--- config.mk ---
export PLATFORM = sky130hd
export DESIGN_NAME = spi_os_slave
export DESIGN_NICKNAME = d
export VERILOG_FILES = /design/src/rtl/spi_os_pkg.sv /design/src/rtl/spi_os_sync.sv /design/src/rtl/spi_os_seq.sv /design/src/rtl/spi_os_fifo.sv /design/src/rtl/spi_os_slave.sv
export SDC_FILE = /design/constraint.sdc
export NUM_CORES = 1
export LEC_CHECK = 0
export BUFFER_PORTS_ARGS = -buffer_cell sky130_fd_sc_hd__buf_4
export CORE_MARGIN = 2
export CORE_UTILIZATION = 48
export DETAILED_ROUTE_END_ITERATION = 16
export PLACE_DENSITY = 0.66
export SLEW_MARGIN = 20
export SYNTH_ARGS = -nofsm -noshare
export SYNTH_HDL_FRONTEND = slang
export SYNTH_HIERARCHICAL = 1
export SYNTH_SLANG_ARGS = --single-unit
--- constraint.sdc ---
create_clock -name clk -period 5.51 [get_ports clk]
set_input_delay 0.551 -clock clk [delete_from_list [all_inputs] [get_ports clk]]
set_output_delay 0.551 -clock clk [all_outputs]
set_load 0.05 [all_outputs]
--- src/rtl/spi_os_pkg.sv ---
package spi_os_pkg;

  // Depth of every input synchronizer chain.
  localparam int SYNC_STAGES = 2;

  // One-cycle strobes derived from the synchronized serial bus.
  typedef struct packed {
    logic start;   // select has just gone active
    logic sample;  // rising serial clock edge, select active
    logic shift;   // falling serial clock edge, select active
  } spi_evt_t;

endpackage

--- src/rtl/spi_os_sync.sv ---
module spi_os_sync #(
  parameter int N = 3,
  parameter logic [N-1:0] RST_VAL = '0
) (
  input  logic         clk,
  input  logic         rst,
  input  logic [N-1:0] d,
  output logic [N-1:0] q
);
  import spi_os_pkg::*;

  logic [N-1:0] stage [SYNC_STAGES];

  for (genvar s = 0; s < SYNC_STAGES; s++) begin : g_stage
    always_ff @(posedge clk) begin
      if (rst) stage[s] <= RST_VAL;
      else if (s == 0) stage[s] <= d;
      else stage[s] <= stage[(s == 0) ? 0 : s-1];
    end
  end

  assign q = stage[SYNC_STAGES-1];
endmodule

--- src/rtl/spi_os_seq.sv ---
module spi_os_seq (
  input  logic                  clk,
  input  logic                  rst,
  input  logic                  s_sclk,
  input  logic                  s_ssn,
  output spi_os_pkg::spi_evt_t  evt
);
  logic sclk_q, ssn_q;

  always_ff @(posedge clk) begin
    if (rst) begin
      sclk_q <= 1'b0;
      ssn_q  <= 1'b1;
    end else begin
      sclk_q <= s_sclk;
      ssn_q  <= s_ssn;
    end
  end

  // Mode 0: capture on rising, advance on falling edges.
  always_comb begin
    evt.start  = ~s_ssn & ssn_q;
    evt.sample = ~s_ssn &  s_sclk & ~sclk_q;
    evt.shift  = ~s_ssn & ~s_sclk &  sclk_q;
  end
endmodule

--- src/rtl/spi_os_fifo.sv ---
module spi_os_fifo #(
  parameter int W     = 8,
  parameter int DEPTH = 4
) (
  input  logic         clk,
  input  logic         rst,
  input  logic         wr_en,
  input  logic [W-1:0] wr_data,
  input  logic         rd_en,
  output logic [W-1:0] rd_data,
  output logic         empty,
  output logic         full
);
  localparam int AW = (DEPTH > 1) ? $clog2(DEPTH) : 1;
  localparam int CW = $clog2(DEPTH + 1);

  logic [W-1:0]  mem [DEPTH];
  logic [AW-1:0] wp, rp;
  logic [CW-1:0] count;
  logic          do_wr, do_rd;

  assign empty = (count == '0);
  assign full  = (count == CW'(DEPTH));
  assign do_wr = wr_en & ~full;
  assign do_rd = rd_en & ~empty;

  always_ff @(posedge clk) begin
    if (do_wr) mem[wp] <= wr_data;
  end

  assign rd_data = mem[rp];

  always_ff @(posedge clk) begin
    if (rst) begin
      wp    <= '0;
      rp    <= '0;
      count <= '0;
    end else begin
      if (do_wr) wp <= (wp == AW'(DEPTH-1)) ? '0 : wp + 1'b1;
      if (do_rd) rp <= (rp == AW'(DEPTH-1)) ? '0 : rp + 1'b1;
      case ({do_wr, do_rd})
        2'b10:   count <= count + 1'b1;
        2'b01:   count <= count - 1'b1;
        default: count <= count;
      endcase
    end
  end
endmodule

--- src/rtl/spi_os_slave.sv ---
module spi_os_slave #(
  parameter int WORD_W   = 8,
  parameter int TX_DEPTH = 4
) (
  input  logic              clk,
  input  logic              rst,
  input  logic              sclk,
  input  logic              mosi,
  input  logic              ss_n,
  output logic              miso,
  output logic [WORD_W-1:0] src_data,
  output logic              src_valid,
  input  logic              src_ready,
  input  logic [WORD_W-1:0] snk_data,
  input  logic              snk_valid,
  output logic              snk_ready,
  output logic              overrun
);
  import spi_os_pkg::*;

  localparam int CNT_W = (WORD_W > 2) ? $clog2(WORD_W) : 1;
  localparam logic [CNT_W-1:0] LAST_BIT = CNT_W'(WORD_W - 1);

  logic [2:0]        bus_sync;
  logic              s_sclk, s_mosi, s_ssn;
  spi_evt_t          evt;
  logic [CNT_W-1:0]  bit_idx;
  logic [WORD_W-1:0] rx_sh, rx_word, hold_q, tx_sh, fifo_head, load_val;
  logic              hold_full, word_done, pop, tx_load, fifo_empty, fifo_full;

  spi_os_sync #(.N(3), .RST_VAL(3'b100)) u_sync (
    .clk (clk),
    .rst (rst),
    .d   ({ss_n, sclk, mosi}),
    .q   (bus_sync)
  );
  assign {s_ssn, s_sclk, s_mosi} = bus_sync;

  spi_os_seq u_seq (
    .clk    (clk),
    .rst    (rst),
    .s_sclk (s_sclk),
    .s_ssn  (s_ssn),
    .evt    (evt)
  );

  // Bit index: held at zero while deselected, wraps after the last bit.
  always_ff @(posedge clk) begin
    if (rst || s_ssn)  bit_idx <= '0;
    else if (evt.sample) bit_idx <= (bit_idx == LAST_BIT) ? '0 : bit_idx + 1'b1;
  end

  // Receive path.
  assign rx_word   = {rx_sh[WORD_W-2:0], s_mosi};
  assign word_done = evt.sample & (bit_idx == LAST_BIT);
  assign pop       = hold_full & src_ready;

  always_ff @(posedge clk) begin
    if (rst) rx_sh <= '0;
    else if (evt.sample) rx_sh <= rx_word;
  end

  always_ff @(posedge clk) begin
    if (rst) begin
      hold_q    <= '0;
      hold_full <= 1'b0;
      overrun   <= 1'b0;
    end else begin
      if (pop) hold_full <= 1'b0;
      if (word_done) begin
        if (!hold_full || pop) begin
          hold_q    <= rx_word;
          hold_full <= 1'b1;
        end else begin
          overrun <= 1'b1;
        end
      end
    end
  end

  assign src_data  = hold_q;
  assign src_valid = hold_full;

  // Transmit path.
  spi_os_fifo #(.W(WORD_W), .DEPTH(TX_DEPTH)) u_txq (
    .clk     (clk),
    .rst     (rst),
    .wr_en   (snk_valid),
    .wr_data (snk_data),
    .rd_en   (tx_load),
    .rd_data (fifo_head),
    .empty   (fifo_empty),
    .full    (fifo_full)
  );
  assign snk_ready = ~fifo_full;

  assign tx_load  = evt.start | (evt.shift & (bit_idx == '0));
  assign load_val = fifo_empty ? '0 : fifo_head;

  always_ff @(posedge clk) begin
    if (rst)           tx_sh <= '0;
    else if (tx_load)  tx_sh <= load_val;
    else if (evt.shift) tx_sh <= {tx_sh[WORD_W-2:0], 1'b0};
  end

  assign miso = tx_sh[WORD_W-1];
endmodule

==> results of run 1 <==
## routing by layer
metal | track usage | vias to the layer above | wire, µm
met2 | 0.232 | 30 | 2320
li1 | - | 942 | -
met1 | 0.201 | 890 | 2320
met3 | 0.0482 | 7 | 234
met4 | 0.0693 | 0 | 85
met5 | 0 | - | 0
## synth_stat cells (2+ instances only)
| master | count | area (µm²) |
|---|---|---|
| a22o_1 | 5 | 43.8 |
| xor2_1 | 2 | 17.5 |
| a21oi_1 | 15 | 75.1 |
| and3_2 | 2 | 15.0 |
| clkbuf_1 | 4 | 15.0 |
| nor2b_1 | 7 | 43.8 |
| ha_1 | 10 | 125 |
| nand2_1 | 8 | 30.0 |
| nand3_1 | 10 | 50.1 |
| nor3b_1 | 6 | 45.0 |
| mux4_2 | 8 | 180 |
| nor3_1 | 5 | 25.0 |
| buf_2 | 3 | 15.0 |
| edfxtp_1 | 32 | 961 |
| inv_1 | 17 | 63.8 |
| o22ai_1 | 5 | 31.3 |
| mux2i_1 | 11 | 110 |
| nor2_1 | 14 | 52.6 |
| and3_1 | 2 | 12.5 |
| o21ai_0 | 11 | 55.1 |
| or2_1 | 3 | 18.8 |
| buf_1 | 2 | 7.51 |
| o31ai_2 | 3 | 37.5 |
| dfxtp_1 | 45 | 901 |
## flip-flops by register name, summed over array words and instances, names as in the netlist, 2 cells and up, named ones only
name,flops
u_txq/mem,32
src_data,8
tx_sh,8
rx_sh,7
u_sync/stage,6
bit_idx,3
u_txq/count,3
u_txq/rp,2
u_txq/wp,2
## through the flow
| step | instance area (µm²) | utilization | worst slack, ns | power, mW | hold slack [ns] |
|---|---|---|---|---|---|
| after floorplan | 3100 | - | 2.91 | 0.686 | 0.383 |
| after global placement | 3340 | 0.532 | 2.85 | 0.710 | 0.446 |
| after detailed placement | 3340 | 0.532 | 2.74 | 0.712 | 0.444 |
| after CTS | 3530 | 0.562 | 2.73 | 1.11 | 0.366 |
| after global routing | 3530 | 0.562 | 2.57 | 1.14 | 0.365 |
| final | 3530 | 0.562 | 2.75 | 1.09 | 0.386 |
## critical path, stage by stage, from the launching register on
cell and delay, ns:
dfxtp_1 0.38, nor3b_1 0.20, buf_4 0.22, and3b_4 0.23, or2_4 0.14, o31ai_1 0.12, inv_1 0.08, ha_1 0.17
inv_1 0.06, fa_1 0.37, xor2_1 0.16, or3_2 0.41, a21oi_1 0.14
## power breakdown
| group | internal (mW) | switching (mW) | leakage [nW] |
|---|---|---|---|
| sequential | 0.615 | 0.0116 | 0.659 |
| combinational | 0.0333 | 0.0385 | 0.527 |
| clock | 0.203 | 0.190 | 0.0951 |
## layout make-up
cell class | count | area (µm²)
clock buffer | 13 | 170
tap | 77 | 96.3
timing repair buffer | 27 | 203
clock inverter | 3 | 18.8
fill | 543 | 2750
sequential | 77 | 1860
multi-input combinational | 143 | 1120
inverter | 17 | 63.8
## worst paths after layout
check / end / depth (start not counted)
worst max register to register: u_txq/count[2] / 12
worst min register to register: u_sync/stage[1][0] / 1
worst max-delay path: u_txq/count[2] / 12
worst min-delay path: u_sync/stage[0][2] / 2
## kinds of logic (layout without fill, tap and decap cells)
family                   count (synthesis)  after routing  synth area share
buffers and inverters                   29             60            0.0404
XOR/XNOR                                 2              2           0.00566
AND/OR/NAND/NOR                         67             67             0.121
multiplexers                            19             19            0.0937
adder cells (fa/ha/maj)                 11             11            0.0469
flip-flops                              77             77             0.601
AO/OA/AOI/OAI                           44             44            0.0913
==> results.py, run 1 <==
metrics = {
    "detailed_routing": {
        "vias_per_cell": 5.24,
        "drt_wl_total_um": 4960,
        "wl_per_cell_um": 13.9,
        "dr.pass1.iters": 5,
        "drt_iter0_markers": 83,
        "ant_nets": 0,
        "drc": 0,
        "vias": 1869,
    },
    "logic_synthesis": {
        "synth_fp_nets": 275,
        "async_flop_share": 0,
        "ys_ff_latch": 77,
        "synth_edf_count": 32,
        "seq_area_frac_synth": 0.601,
        "ys.flop_type": "dfxtp_1",
        "yosys_warnings": 6,
        "netlist_area_um2": 3100,
        "syn_inst": 249,
        "syn_area_per_cell_um2": 12.4,
        "synth_cell_types": 43,
    },
    "worst_hold_path": {
        "hold_class": "in -> reg",
        "hp-start": "ss_n",
    },
    "final_layout": {
        "fin_nets": 301,
        "area.growth.synth_to_final_pct": 13.9,
        "final_common_cell": "dfxtp_1",
        "antenna_cells": 0,
        "drive_above_1_share": 0.218,
        "stdcell_count": 357,
        "layout_common_cells": "dfxtp_1 (45), edfxtp_1 (32), buf_4 (27)",
    },
    "sta": {
        "rsz0062_at_grt": "no",
        "finClkSkew_ns": 0.00845,
        "setup_viol": 0,
        "slew_viol_final": 0,
        "hold_viol_final": 0,
        "post-route-period-util": 0.501,
        "period_needed_ns": 2.76,
        "max_slew_margin": 0.313,
        "setup_tns_ns": 0,
        "fmax_mhz": 362,
        "worst_slew_pin_slew_ns": 1.03,
    },
    "clock_tree": {
        "clock_path_buffers": 2,
        "cts-resized-gates": 0,
        "cts_tree": "built",
        "clock_sink_count": 77,
        "clk_pin_slew_ns": 0.08,
        "clock_latency_ns": 0.34,
        "hold_buffers": 0,
        "htreeDepth": 3,
        "cts_root_buffer": "clkbuf_8",
        "cts_setup_buffers": 0,
        "numCtsBuffers": 9,
    },
    "run_status": {
        "status": "completed",
    },
    "setup_path": {
        "path_max_fanout": 14,
        "critPathKind": "reg -> reg",
        "arrival_ns": 3.03,
        "r2r_start": "u_sync/stage[1][2]",
        "cp-start-kind": "flop",
        "cp-startpoint": "u_sync/stage[1][2]",
        "reg2reg_slack_ns": 2.75,
        "critPathRequiredTime_ns": 5.77,
        "crit_path_end_kind": "flop",
    },
    "global_route": {
        "grt_pass1_vias": 1744,
        "antenna_found_initial": 0,
        "grt_max_degree": 45,
        "gr-total-overflow": 0,
        "grt_first_pass_wirelength_um": 8360,
        "grtUsageTotal": 0.152,
    },
    "placed_design": {
        "gp_congestion": 0.789,
        "dp_hpwl_um": 3350,
        "dp_cells": 341,
        "portBuffers": 26,
    },
    "floorplanning": {
        "die_height_um": 84.3,
        "die_area_um2": 7110,
        "die_w_um": 84.3,
        "core_um2": 6280,
        "initial_core_util": 0.494,
        "core.rowCount": 29,
        "ios": 27,
    },
    "power": {
        "p_leak_nw": 1.28,
        "ir_drop_v": 0.000200,
        "power.density_nw_per_um2": 309,
    },
    "flow_run": {
        "maxCapViolCount": 0,
    },
}
Note: power is estimated with default switching activity, not from simulation.
==> run 2: changes to the inputs <==
--- a/config.mk
+++ b/config.mk
@@ -9,7 +9,7 @@
 export CORE_MARGIN = 2
 export CORE_UTILIZATION = 48
 export DETAILED_ROUTE_END_ITERATION = 16
-export PLACE_DENSITY = 0.66
+export PLACE_DENSITY = 0.69
 export SLEW_MARGIN = 20
 export SYNTH_ARGS = -nofsm -noshare
 export SYNTH_HDL_FRONTEND = slang
==> constraint.sdc (replaced) <==
create_clock -name clk -period 2.5 [get_ports clk]
set_input_delay 0.25 -clock clk [delete_from_list [all_inputs] [get_ports clk]]
set_output_delay 0.25 -clock clk [all_outputs]
set_load 0.05 [all_outputs]
==> run 2 against run 1 <==
  * Wire length grew 4.4%
  * Global-route usage grew 0.59 points
  * Die area is the same
  * Maximum frequency grew 16%
  * Cell count grew 2.0%
  * Flip-flop and latch count is the same
  * Register-to-register slack lost 2.6 ns
  * Via count shrank 0.80%
  * Sequential power grew 120%
  * Sequential share of layout area shrank 1.5 points
  * Design area grew 3.2%
  * Critical endpoint unchanged
  * Largest power group unchanged
==> results.py, run 2 (synthesized netlist as in run 1, its figures left out) <==
metrics = {
    "run_status": {
        "status": "completed",
    },
    "clock_tree": {
        "clock_latency_ns": 0.34,
        "clock_sink_count": 77,
        "cts_root_buffer": "clkbuf_8",
        "cts_tree": "built",
        "clock_path_buffers": 2,
        "clk_pin_slew_ns": 0.07,
        "numCtsBuffers": 9,
        "hold_buffers": 0,
        "htreeDepth": 3,
    },
    "placed_design": {
        "portBuffers": 26,
        "place_area_um2": 3380,
        "gp_congestion": 0.756,
        "dp_hpwl_um": 3450,
        "post-place-ws_ns": 0.0308,
    },
    "detailed_routing": {
        "ant_nets": 0,
        "vias": 1854,
        "drc": 0,
        "drt_wl_total_um": 5180,
        "vias_per_cell": 5.09,
        "drt_iter0_markers": 69,
        "wl_per_cell_um": 14.2,
        "dr.pass1.iters": 4,
    },
    "power": {
        "combinationalPowerShare": 0.065,
        "p_int_mw": 2.02,
        "seqPwrFrac": 0.539,
        "power.switching_mw": 0.536,
        "power.density_nw_per_um2": 703,
        "total_power_mw": 2.56,
        "ir_drop_v": 0.000488,
        "p_leak_nw": 1.33,
        "swShare": 0.209,
        "power.share.clock": 0.396,
    },
    "setup_path": {
        "crit_path_end_kind": "flop",
        "crit_path_top_delay_cell": "or3_2",
        "critPathRequiredTime_ns": 2.77,
        "arrival_ns": 2.65,
        "path_cells": "nor3b_4 -> and3b_4 -> or2_4 -> o31ai_1 -> inv_1 -> ha_2 -> inv_1 -> fa_2 -> xor2_1 -> or3_2 -> a21oi_2",
        "slowest_delay_ns": 0.43,
        "cp-start-kind": "flop",
        "critPathKind": "reg -> reg",
        "path_max_fanout": 4,
        "timing.critical_path.mode_cell": "inv_1",
    },
    "worst_hold_path": {
        "hold_class": "in -> reg",
    },
    "global_route": {
        "antenna_found_initial": 0,
        "grtUsageMet2": 0.247,
        "grt_busiest_layer": "met2",
        "grt_pass1_vias": 1876,
        "grt_util_met1": 0.206,
        "grt_first_pass_wirelength_um": 8840,
        "grt_max_degree": 45,
        "gr-total-overflow": 0,
        "grtUsageTotal": 0.158,
        "grt_use_met3": 0.0403,
    },
    "final_layout": {
        "largest_reg_flops": 32,
        "antenna_cells": 0,
        "design_area_um2": 3640,
        "final_common_cell": "dfxtp_1",
        "area.growth.synth_to_final_pct": 17.6,
        "layout_common_cells": "dfxtp_1 (41), buf_4 (34), edfxtp_1 (32)",
        "fin_nets": 308,
        "regMostFlops": "u_txq/mem",
        "drive_above_1_share": 0.272,
    },
    "sta": {
        "worst_slew_pin_slew_ns": 0.557,
        "slew_viol_final": 0,
        "post-route-period-util": 0.952,
        "fmax_mhz": 420,
        "setup_viol": 0,
        "fin_hold_ws_ns": 0.0946,
        "hold_viol_final": 0,
        "timing.final.ws_setup_ns": 0.119,
        "period_needed_ns": 2.38,
        "max_slew_margin": 0.628,
        "finClkSkew_ns": 0.0111,
        "setup_tns_ns": 0,
    },
    "floorplanning": {
        "initial_core_util": 0.494,
        "die_w_um": 84.3,
        "core.rowCount": 29,
        "die_area_um2": 7110,
        "ios": 27,
        "core_um2": 6280,
        "die_height_um": 84.3,
    },
    "flow_run": {
        "maxCapViolCount": 0,
    },
}
==> run 2: per-stage QoR <==
step / instances / utilization
final: 364 / 0.580
after global routing: 364 / 0.580
after CTS: 361 / 0.573
after detailed placement: 345 / 0.538
after global placement: 345 / 0.538
after floorplan: 249 / -
==> run 2: worst paths after layout <==
kind,from,endpoint,slack (ns),cells past startpoint
max,u_sync/stage[1][1],u_txq/count[2],0.12,11
min,ss_n,u_sync/stage[0][2],0.09,2
max reg2reg,u_sync/stage[1][1],u_txq/count[2],0.12,11
min reg2reg,u_sync/stage[0][2],u_sync/stage[1][2],0.43,1
==> run 2: power groups by stage <==
stage	sequential (mW)	clock (mW)	combinational (mW)
2_1_floorplan	1.40	0	0.114
3_3_place_gp	1.41	0	0.160
3_5_place_dp	1.41	0	0.163
4_1_cts	1.38	1.03	0.166
5_1_grt	1.39	1.10	0.187
6_report	1.38	1.01	0.168
==> run 2: critical path: cells and delay by family (launching register included) <==
family,cells,cell delay (ns)
AO/OA/AOI/OAI,2,0.21
XOR/XNOR,1,0.15
adder cells (fa/ha/maj),2,0.50
buffers and inverters,2,0.12
flip-flops,1,0.34
AND/OR/NAND/NOR,4,1.00
==> run 2: area by class of cell <==
cell class	instances	area, µm²
fill	530	2640
sequential	77	1870
multi-input combinational	143	1140
timing repair buffer	34	255
clock buffer	12	145
tap	77	96.3
clock inverter	4	73.8
inverter	17	63.8
==> run 2: repair_timing <==
item	in CTS	in global routing
gates resized for setup	0	10
endpoints found under the setup margin	0	1
setup buffers	0	3
==> run 2: routing by layer <==
metal,share of wire,vias up,wire (µm)
li1,-,957,-
met1,0.48,867,2510
met2,0.47,24,2460
met3,0.029,6,152
met4,0.012,0,61
met5,0,-,0
==> run 3: changes to the inputs <==
--- a/config.mk
+++ b/config.mk
@@ -6,6 +6,7 @@
 export NUM_CORES = 1
 export LEC_CHECK = 0
 export BUFFER_PORTS_ARGS = -buffer_cell sky130_fd_sc_hd__buf_4
+export CORE_ASPECT_RATIO = 0.6
 export CORE_MARGIN = 2
 export CORE_UTILIZATION = 48
 export DETAILED_ROUTE_END_ITERATION = 16
==> run 3 against run 2 <==
  * Critical path depth is 2 lower
  * Non-clock buffer count is 1 higher
  * Global-route usage is 0.15 points higher
  * Highest routed layer unchanged
  * Via count is 1.6% higher
  * Largest power group unchanged
  * Count of clock-buffer cells in the layout is 2 lower
  * Critical endpoint unchanged
  * Flip-flop and latch count stayed put
  * Wire length is 1.8% higher
  * Core utilization is 0.84 points higher
==> results.py, run 3 (synthesized netlist as in run 1, its figures left out) <==
metrics = {
    "sta": {
        "hold_viol_final": 0,
        "slew_viol_final": 0,
        "period_needed_ns": 2.38,
        "max_slew_margin": 0.646,
        "setup_viol": 0,
        "timing.final.ws_setup_ns": 0.117,
        "fin_hold_ws_ns": 0.104,
        "finClkSkew_ns": 0.00858,
        "setup_tns_ns": 0,
        "worst_slew_pin_slew_ns": 0.530,
        "fmax_mhz": 420,
        "rsz0062_at_grt": "no",
        "post-route-period-util": 0.953,
    },
    "floorplanning": {
        "ios": 27,
        "die_area_um2": 7130,
        "core.rowCount": 22,
        "core_um2": 6170,
        "initial_core_util": 0.502,
        "die_w_um": 108,
        "die_height_um": 66.2,
    },
    "setup_path": {
        "reg2reg_depth": 9,
        "reg2reg_slack_ns": 0.12,
        "arrival_ns": 2.64,
        "critPathRequiredTime_ns": 2.76,
        "cp-startpoint": "u_txq/count[1]",
        "critPathKind": "reg -> reg",
        "r2r_start": "u_txq/count[1]",
        "path_max_fanout": 5,
        "crit_path_end_kind": "flop",
        "reg2reg_to": "u_txq/count[2]",
        "worstSetupEndpoint": "u_txq/count[2]",
        "cp-start-kind": "flop",
    },
    "final_layout": {
        "multi_input_area_um2": 1160,
        "n_fill_cell": 536,
        "antenna_cells": 0,
        "largest_reg_flops": 32,
        "seqCellArea_um2": 1870,
        "fin_nets": 309,
        "layout_common_cells": "dfxtp_1 (40), buf_4 (35), edfxtp_1 (32)",
        "regMostFlops": "u_txq/mem",
        "design_area_um2": 3630,
        "area.growth.synth_to_final_pct": 17.2,
        "drive_above_1_share": 0.285,
        "final_common_cell": "dfxtp_1",
    },
    "run_status": {
        "status": "completed",
    },
    "clock_tree": {
        "hold_buffers": 0,
        "clock_path_buffers": 2,
        "clk_pin_slew_ns": 0.07,
        "clock_sink_count": 77,
        "htreeDepth": 3,
        "cts_tree": "built",
        "clock_latency_ns": 0.33,
        "numCtsBuffers": 9,
        "cts_root_buffer": "clkbuf_8",
    },
    "global_route": {
        "grt_pass1_vias": 1807,
        "antenna_found_initial": 0,
        "gr-total-overflow": 0,
        "grt_first_pass_wirelength_um": 8490,
        "grt_max_degree": 45,
        "grtUsageTotal": 0.160,
    },
    "placed_design": {
        "dp_hpwl_um": 3610,
        "portBuffers": 26,
        "post-place-ws_ns": -0.0121,
        "place_area_um2": 3410,
        "gp_congestion": 0.721,
    },
    "detailed_routing": {
        "dr.pass1.iters": 4,
        "wl_per_cell_um": 14.2,
        "vias_per_cell": 5.06,
        "ant_nets": 0,
        "vias": 1884,
        "drt_wl_total_um": 5280,
        "drt_iter0_markers": 109,
        "drc": 0,
    },
    "power": {
        "power.density_nw_per_um2": 646,
        "p_leak_nw": 1.30,
        "ir_drop_v": 0.000415,
    },
    "flow_run": {
        "maxCapViolCount": 0,
    },
    "worst_hold_path": {
        "hold_class": "in -> reg",
    },
}
==> run 3: through the flow <==
stage          std cells   util  power [mW]
6_report             372  0.589        2.34
4_1_cts              371  0.581        2.35
3_3_place_gp         355  0.553        1.57
3_5_place_dp         355  0.553        1.57
2_1_floorplan        249      -        1.51
5_1_grt              372  0.589        2.45
==> run 3: critical path, stage by stage, from the launching register on <==
cell and delay (ns):
dfxtp_1 0.36, or3b_1 0.44, and2_4 0.18, inv_1 0.05, ha_2 0.18, inv_1 0.05, fa_2 0.33, xor2_1 0.15
or3_2 0.43, a21oi_2 0.14
==> run 3: layer usage <==
metal	wire length, µm	global-route usage
met5	0	0
met4	40	0.0481
met3	278	0.0532
met2	2190	0.230
met1	2760	0.229
==> run 3: worst min-delay path by stage <==
stage / slack, ns / to / cells after the start / from
after detailed placement: 0.41 / u_sync/stage[1][2] / 1 / u_sync/stage[0][2]
final: 0.10 / u_sync/stage[0][2] / 2 / ss_n
after CTS: 0.1 / u_sync/stage[0][2] / 2 / ss_n
after floorplan: 0.32 / u_seq/sclk_q / 1 / rst
after global placement: 0.41 / u_sync/stage[1][2] / 1 / u_sync/stage[0][2]
after global routing: 0.09 / u_sync/stage[0][2] / 2 / ss_n
==> run 3: area by class of cell <==
| cell class | count | share of cell area |
|---|---|---|
| clock inverters | 6 | 0.0110 |
| inverters | 17 | 0.0176 |
| multi-input cells | 143 | 0.320 |
| clock buffers | 10 | 0.0352 |
| flip-flops and latches | 77 | 0.515 |
| repair buffers | 35 | 0.0724 |
| well taps | 84 | 0.0290 |
==> run 3: repair_timing <==
action,CTS,global route
buffers inserted,0,1
pin swaps,0,3
resized for setup,3,12
endpoints found under the setup margin,1,1
==> run 3: where the power goes <==
group	internal (mW)	switching, mW	leakage (nW)
clock network	0.356	0.433	0.0721
logic	0.0801	0.0925	0.568
registers	1.35	0.0272	0.660
total	1.79	0.553	1.30
